$ cat src/rtl/pwb_pkg.sv
package pwb_pkg;

    typedef enum logic {
        T_IDLE = 1'b0,
        T_RUN  = 1'b1
    } timer_st_e;

endpackage

$ cat src/rtl/pwb_page_buf.sv
module pwb_page_buf #(
    parameter int PAGE_BYTES = 64,
    parameter int SIG_BITS   = 13,
    parameter int DATA_W     = 8,
    localparam int OFF_W     = $clog2(PAGE_BYTES),
    localparam int PG_W      = SIG_BITS - OFF_W
) (
    input  logic                  clk,
    input  logic                  rst_n,
    input  logic                  ld_start,
    input  logic [SIG_BITS-1:0]   ld_addr,
    input  logic                  ld_byte,
    input  logic                  ld_ok,
    input  logic [DATA_W-1:0]     ld_data,
    input  logic [OFF_W-1:0]      rd_slot,
    output logic [PG_W-1:0]       page_o,
    output logic [PAGE_BYTES-1:0] mask_o,
    output logic [DATA_W-1:0]     rd_data_o
);

    typedef struct packed {
        logic [OFF_W-1:0]                    ptr;
        logic [PG_W-1:0]                     page;
        logic [PAGE_BYTES-1:0]               mask;
        logic [PAGE_BYTES-1:0][DATA_W-1:0]   data;
    } buf_t;

    buf_t s_d, s_q;

    always_comb begin
        s_d = s_q;
        if (ld_start) begin
            s_d.ptr  = ld_addr[OFF_W-1:0];
            s_d.page = ld_addr[SIG_BITS-1:OFF_W];
            s_d.mask = '0;
        end else if (ld_byte) begin
            s_d.data[s_q.ptr] = ld_data;
            s_d.mask[s_q.ptr] = ld_ok;
            s_d.ptr           = s_q.ptr + OFF_W'(1);
        end
    end

    always_ff @(posedge clk or negedge rst_n) begin
        if (!rst_n) s_q <= '0;
        else        s_q <= s_d;
    end

    assign page_o    = s_q.page;
    assign mask_o    = s_q.mask;
    assign rd_data_o = s_q.data[rd_slot];


    page_hold_chk: assert property (@(posedge clk) disable iff (!rst_n)
        (ld_byte && !ld_start) |=> $stable(page_o));

endmodule

$ cat src/rtl/pwb_cycle_timer.sv
module pwb_cycle_timer #(
    parameter int LEN    = 1000,
    localparam int CNT_W = $clog2(LEN + 1)
) (
    input  logic clk,
    input  logic rst_n,
    input  logic go,
    output logic busy_o,
    output logic done_o
);
    import pwb_pkg::*;

    typedef struct packed {
        timer_st_e        st;
        logic [CNT_W-1:0] cnt;
        logic             done;
    } tmr_t;

    tmr_t s_d, s_q;

    always_comb begin
        s_d      = s_q;
        s_d.done = 1'b0;
        case (s_q.st)
            T_IDLE: begin
                if (go) begin
                    s_d.st  = T_RUN;
                    s_d.cnt = CNT_W'(LEN - 1);
                end
            end
            default: begin
                if (s_q.cnt == '0) begin
                    s_d.st   = T_IDLE;
                    s_d.done = 1'b1;
                end else begin
                    s_d.cnt = s_q.cnt - CNT_W'(1);
                end
            end
        endcase
    end

    always_ff @(posedge clk or negedge rst_n) begin
        if (!rst_n) s_q <= '{st: T_IDLE, cnt: '0, done: 1'b0};
        else        s_q <= s_d;
    end

    assign busy_o = (s_q.st == T_RUN);
    assign done_o = s_q.done;


    done_after_fall_chk: assert property (@(posedge clk) disable iff (!rst_n)
        $fell(busy_o) |-> done_o);


    done_single_chk: assert property (@(posedge clk) disable iff (!rst_n)
        done_o |=> !done_o);

endmodule

$ cat src/rtl/pwb_commit_scan.sv
module pwb_commit_scan #(
    parameter int PAGE_BYTES = 64,
    localparam int OFF_W     = $clog2(PAGE_BYTES)
) (
    input  logic             clk,
    input  logic             rst_n,
    input  logic             go,
    output logic             active_o,
    output logic [OFF_W-1:0] slot_o
);

    typedef struct packed {
        logic             active;
        logic [OFF_W-1:0] slot;
    } scan_t;

    scan_t s_d, s_q;

    always_comb begin
        s_d = s_q;
        if (!s_q.active) begin
            if (go) begin
                s_d.active = 1'b1;
                s_d.slot   = '0;
            end
        end else if (s_q.slot == OFF_W'(PAGE_BYTES - 1)) begin
            s_d.active = 1'b0;
        end else begin
            s_d.slot = s_q.slot + OFF_W'(1);
        end
    end

    always_ff @(posedge clk or negedge rst_n) begin
        if (!rst_n) s_q <= '0;
        else        s_q <= s_d;
    end

    assign active_o = s_q.active;
    assign slot_o   = s_q.slot;

endmodule

$ cat src/rtl/pwb_sequencer.sv
module pwb_sequencer #(
    parameter int PAGE_BYTES  = 64,
    parameter int ADDR_W      = 16,
    parameter int SIG_BITS    = 13,
    parameter int DATA_W      = 8,
    parameter int PROG_CYCLES = 1000,
    localparam int OFF_W      = $clog2(PAGE_BYTES),
    localparam int PG_W       = SIG_BITS - OFF_W,
    localparam int PROG_LEN   = (PROG_CYCLES < PAGE_BYTES) ? PAGE_BYTES : PROG_CYCLES
) (
    input  logic                clk,
    input  logic                rst_n,
    input  logic                wr_start,
    input  logic [ADDR_W-1:0]   wr_addr,
    input  logic                byte_vld,
    input  logic [DATA_W-1:0]   byte_data,
    input  logic                byte_ok,
    input  logic                cs_rise,
    output logic                busy,
    output logic                wel_clr,
    output logic                mem_we,
    output logic [SIG_BITS-1:0] mem_addr,
    output logic [DATA_W-1:0]   mem_wdata
);

    typedef struct packed {
        logic armed;
    } seq_t;

    seq_t s_d, s_q;

    logic                  start_acc, byte_acc, go;
    logic [PG_W-1:0]       page;
    logic [PAGE_BYTES-1:0] mask;
    logic [DATA_W-1:0]     rd_data;
    logic                  scan_act;
    logic [OFF_W-1:0]      slot;
    logic                  addr_hi_unused;

    assign addr_hi_unused = ^wr_addr[ADDR_W-1:SIG_BITS];

    assign start_acc = wr_start && !busy;
    assign byte_acc  = byte_vld && s_q.armed && !busy && !wr_start;
    assign go        = cs_rise && s_q.armed && !busy && !wr_start && (|mask);

    always_comb begin
        s_d = s_q;
        if (!busy) begin
            if (start_acc)    s_d.armed = 1'b1;
            else if (cs_rise) s_d.armed = 1'b0;
        end
    end

    always_ff @(posedge clk or negedge rst_n) begin
        if (!rst_n) s_q <= '0;
        else        s_q <= s_d;
    end

    pwb_page_buf #(
        .PAGE_BYTES (PAGE_BYTES),
        .SIG_BITS   (SIG_BITS),
        .DATA_W     (DATA_W)
    ) u_buf (
        .clk       (clk),
        .rst_n     (rst_n),
        .ld_start  (start_acc),
        .ld_addr   (wr_addr[SIG_BITS-1:0]),
        .ld_byte   (byte_acc),
        .ld_ok     (byte_ok),
        .ld_data   (byte_data),
        .rd_slot   (slot),
        .page_o    (page),
        .mask_o    (mask),
        .rd_data_o (rd_data)
    );

    pwb_cycle_timer #(
        .LEN (PROG_LEN)
    ) u_tmr (
        .clk    (clk),
        .rst_n  (rst_n),
        .go     (go),
        .busy_o (busy),
        .done_o (wel_clr)
    );

    pwb_commit_scan #(
        .PAGE_BYTES (PAGE_BYTES)
    ) u_scan (
        .clk      (clk),
        .rst_n    (rst_n),
        .go       (go),
        .active_o (scan_act),
        .slot_o   (slot)
    );

    assign mem_we    = scan_act && mask[slot];
    assign mem_addr  = {page, slot};
    assign mem_wdata = rd_data;


    we_in_busy_chk: assert property (@(posedge clk) disable iff (!rst_n)
        mem_we |-> busy);


    busy_cause_chk: assert property (@(posedge clk) disable iff (!rst_n)
        $rose(busy) |-> $past(cs_rise));


    busy_page_chk: assert property (@(posedge clk) disable iff (!rst_n)
        (busy && $past(busy)) |-> $stable(mem_addr[SIG_BITS-1:OFF_W]));

endmodule

$ cat config.mk
export PLATFORM = sky130hd
export DESIGN_NAME = pwb_sequencer
export DESIGN_NICKNAME = d
export VERILOG_FILES = /design/src/rtl/pwb_pkg.sv /design/src/rtl/pwb_page_buf.sv /design/src/rtl/pwb_cycle_timer.sv /design/src/rtl/pwb_commit_scan.sv /design/src/rtl/pwb_sequencer.sv
export SDC_FILE = /design/constraint.sdc
export NUM_CORES = 1
export LEC_CHECK = 0
export ABC_AREA = 1
export BUFFER_PORTS_ARGS = -buffer_cell sky130_fd_sc_hd__buf_4
export CORE_UTILIZATION = 68
export DETAILED_ROUTE_END_ITERATION = 16
export PLACE_DENSITY = 0.92
export REMOVE_ABC_BUFFERS = 1
export SLEW_MARGIN = 10
export SYNTH_ARGS = -nofsm -noshare
export SYNTH_HDL_FRONTEND = slang
export SYNTH_HIERARCHICAL = 1
export SYNTH_SLANG_ARGS = --single-unit
$ cat constraint.sdc
create_clock -name clk -period 5.65 [get_ports clk]
set_input_delay 0.565 -clock clk [delete_from_list [all_inputs] [get_ports clk]]
set_output_delay 0.565 -clock clk [all_outputs]
set_load 0.02 [all_outputs]
==> flow_summary.rst <==
.. list-table::
   :header-rows: 1

   * - Metric
     - Value
   * - Global routing met3 resource utilization
     - 8.77%
   * - Crit. Startpoint
     - u_scan/slot_o[0]
   * - Most heavily used metal layer in global routing
     - met2
   * - Via Count
     - 26.4k
   * - Arrival time of the worst setup path
     - ~3.7 ns
   * - Max-cap violations
     - 0
   * - CTS Hold Bufs
     - 0
   * - Worst R2R Path Depth
     - 7
   * - Drt wl/cell
     - between 15 and 20 µm
   * - CTS H-tree lvls
     - 2
   * - Final #Nets
     - 3,522
   * - Final-layout fill cell count
     - roughly 2.9k
   * - Sinks on Clock Net
     - 609
   * - Period utilisation layout
     - 74.8%
   * - Synth Cell Area
     - 28,900 µm²
   * - Total global routing track utilization
     - 37.5%
   * - Starting density of the core
     - 68.9%
   * - Width of the die
     - 208 µm
   * - Boundary Pins
     - 54
   * - Met2 Usage GRT
     - around three fifths
   * - Final Hold Fails
     - 0
   * - Worst setup path class
     - flip-flop to output pin
   * - TritonCTS clock tree
     - yes
   * - Post-route clock skew
     - 0.0187 ns
   * - Launch point of the worst reg-to-reg path
     - u_tmr/busy_o
   * - Port Buffer Count
     - 50
   * - Average via count per standard cell
     - between 6 and 7
   * - Warning count from the yosys run
     - 6
   * - Die Ht
     - 208 µm
   * - Maximum buffer depth of the clock tree
     - 3
   * - Fin worst setup slack
     - 1.42 ns
   * - Standard-cell row count
     - 75
   * - Antenna violations before repair
     - 0
   * - Master cell of the clock root buffer
     - sky130_fd_sc_hd__clkbuf_16
   * - TritonCTS Buffers
     - 60
   * - Number of nets still failing antenna checks after routing
     - 0
   * - Main flop type after synthesis
     - sky130_fd_sc_hd__dfrtp_1
   * - Post-CTS setup repair buffer count
     - 0
   * - FF-to-FF setup slack
     - 2.27 ns
   * - Final WL
     - around 80 mm
   * - Top fanout value on the critical path
     - 64
   * - Ant. Diodes
     - 0
   * - Synthesized instance count
     - 3,677
   * - Fraction of final layout cells with drive strength greater than 1
     - 6.36%
   * - Instance count after placement with tap cells included
     - 3,966
   * - GRT met1 Usage
     - 49.2%
   * - Final HPWL from detailed placement
     - 44.2 mm
   * - DR iter-0 viols
     - 3,987
   * - Number of different library cells in the post-synthesis netlist
     - 35
   * - Setup repair after global routing missed its margin
     - false
   * - CP Data Required Time
     - roughly 5.1 ns
   * - Result of the run
     - complete, no violations
   * - Placeable core region
     - 41,900 µm²
   * - Post-layout minimum cycle time
     - ~4.2 ns
   * - Overall Power
     - 8.76 mW
   * - Number of pins with negative max-slew slack in the final report
     - 0
   * - Per-instance average area after synthesis
     - 7.86 µm²
   * - Worst Setup End Kind
     - output pin
   * - Die Outline Area
     - 43,300 µm²
   * - Clock transition at the register clock pins on the worst setup and hold paths after CTS
     - 0.06 ns
   * - Fmax
     - 237 MHz
   * - Detailed-routing iteration count for the pre-antenna-repair pass
     - 6
   * - Register area share after synthesis
     - a little over half
   * - Max rail drop VDD
     - between 0.0002 and 0.00025 V
   * - Place WS
     - between 2 and 2.5 ns
   * - Post-synthesis sequential element count
     - just over 600
   * - Power per unit of standard cell area
     - 286 nW/µm²
   * - Via count of the first global-routing pass
     - 25.4k
   * - Slew @ Worst Pin
     - ~1.3 ns
   * - Layout area overhead
     - 6.23%
   * - Worst hold path class
     - input port to async pin
   * - Number of enable flip-flop cells after synthesis
     - 0
   * - Post-CTS sizing
     - 0
   * - Aggregate global routing overflow
     - 0
   * - # DRC
     - 0
   * - Ys async rst share
     - 100%
   * - Non-filler instance count after layout
     - around 4.1k
   * - Leakage power of the design
     - 13.9 nW
   * - Setup violations, final
     - 0
   * - Wire length of the first global-routing pass
     - 130 mm
   * - CP startpoint kind
     - flip-flop
   * - Placer's final routability congestion estimate
     - 0.949
   * - Pin count of the biggest net entering global routing
     - 189
   * - Slew Limit Headroom
     - 15.2%
   * - Worst-Skew Late Latency
     - 0.65 ns
[cell usage after synthesis (15+ instances only)]
cell | n | area share, %
sky130_fd_sc_hd__nor4_1 | 18 | 0.39
sky130_fd_sc_hd__clkbuf_1 | 203 | 2.6
sky130_fd_sc_hd__buf_4 | 74 | 1.9
sky130_fd_sc_hd__nand2_1 | 1354 | 18
sky130_fd_sc_hd__a21oi_1 | 52 | 0.90
sky130_fd_sc_hd__inv_1 | 43 | 0.56
sky130_fd_sc_hd__nand3_1 | 522 | 9.0
sky130_fd_sc_hd__dfrtp_1 | 609 | 53
sky130_fd_sc_hd__o21ai_0 | 576 | 10
sky130_fd_sc_hd__nor2_1 | 84 | 1.1
sky130_fd_sc_hd__buf_1 | 19 | 0.25
sky130_fd_sc_hd__buf_2 | 23 | 0.40
sky130_fd_sc_hd__o22ai_1 | 15 | 0.32
[power by group]
group          switching [mW]  internal [mW]
sequential            0.00801           4.37
clock                    1.74           2.44
combinational           0.185         0.0300
[state kept, by name (all words and copies together), names as in the netlist]
name             cells
u_buf/s_q          518
u_buf/mask_o        64
u_tmr/s_q           10
u_buf/page_o         7
u_scan/slot_o        6
s_q                  1
u_scan/active_o      1
u_tmr/busy_o         1
u_tmr/done_o         1
[cells by family (layout without fill, tap and decap cells)]
group	Yosys count	after routing	share of synthesized area [%]
adders and majority gates	3	3	0.130
xor gates and xnor gates	5	5	0.152
and+or+nand+nor	2010	2010	28.9
buffers and inverters	389	252	6.39
DFF	609	609	52.8
AOI/OAI and AO/OA	661	661	11.6
[final cells by class]
class	count	area [µm²]	share of cell area (%)
Clock inverter	28	313	1.02
Sequential cell	609	15200	49.7
Inverter	60	241	0.787
Timing Repair Buffer	79	651	2.12
Clock buffer	85	1760	5.72
Tap cell	539	674	2.20
Multi-Input combinational cell	2679	11800	38.5
[layout by cell type, fill, tap and decap left out, drive strengths merged]
cell type and n:
o21ai 586, xnor2 1, bufinv 6, ha 3
clkinv 17, nor4 18, o22ai 15, nand3b 2
o221ai 3, nand3 524, nor3 6, buf 79
nand2 1359, inv 62, a21oi 54, clkbuf 85
o211ai 3, clkinvlp 3, xor2 4, dfrtp 609
nor2 90, and3 1, nand4 10
[metal layers]
metal	up-vias	part of all wire, %	wire [µm]
li1	11693	-	-
met1	12517	37	29800
met2	1872	46	36700
met3	358	12	9740
met4	0	5.3	4300
met5	-	0	0
[per-stage QoR]
step                      TNS [ns]  util, %  cell area, µm²  hold WS (ns)
after floorplan             -64.55        -           27300         0.269
after CTS                        0     73.2           30700        0.0810
after global routing             0     73.2           30700         0.118
after global placement           0     68.2           28600         0.458
final                            0     73.2           30700        0.0382
after detailed placement         0     68.2           28600         0.461
[critical path, stage by stage, from the launching register on]
cell,delay (ns)
sky130_fd_sc_hd__dfrtp_4,0.65
sky130_fd_sc_hd__inv_6,0.48
sky130_fd_sc_hd__buf_4,0.45
sky130_fd_sc_hd__nand2_1,0.14
sky130_fd_sc_hd__nand3_1,0.11
sky130_fd_sc_hd__nand3_1,0.15
sky130_fd_sc_hd__nand2_1,0.15
sky130_fd_sc_hd__nand2_1,0.06
sky130_fd_sc_hd__nand3_1,0.14
sky130_fd_sc_hd__nand3_1,0.26
sky130_fd_sc_hd__nand2_1,0.19
sky130_fd_sc_hd__buf_4,0.16
[path summary, 6_finish.rpt]
path                                   end
hold reg to reg            u_buf/page_o[5]
hold / removal              u_buf/s_q[123]
setup reg to reg            u_buf/s_q[509]
setup / recovery              mem_wdata[2]
max in group asynchronous   u_buf/s_q[460]
min in group clk           u_buf/page_o[3]
No activity file was read; power rests on OpenSTA's default activity.
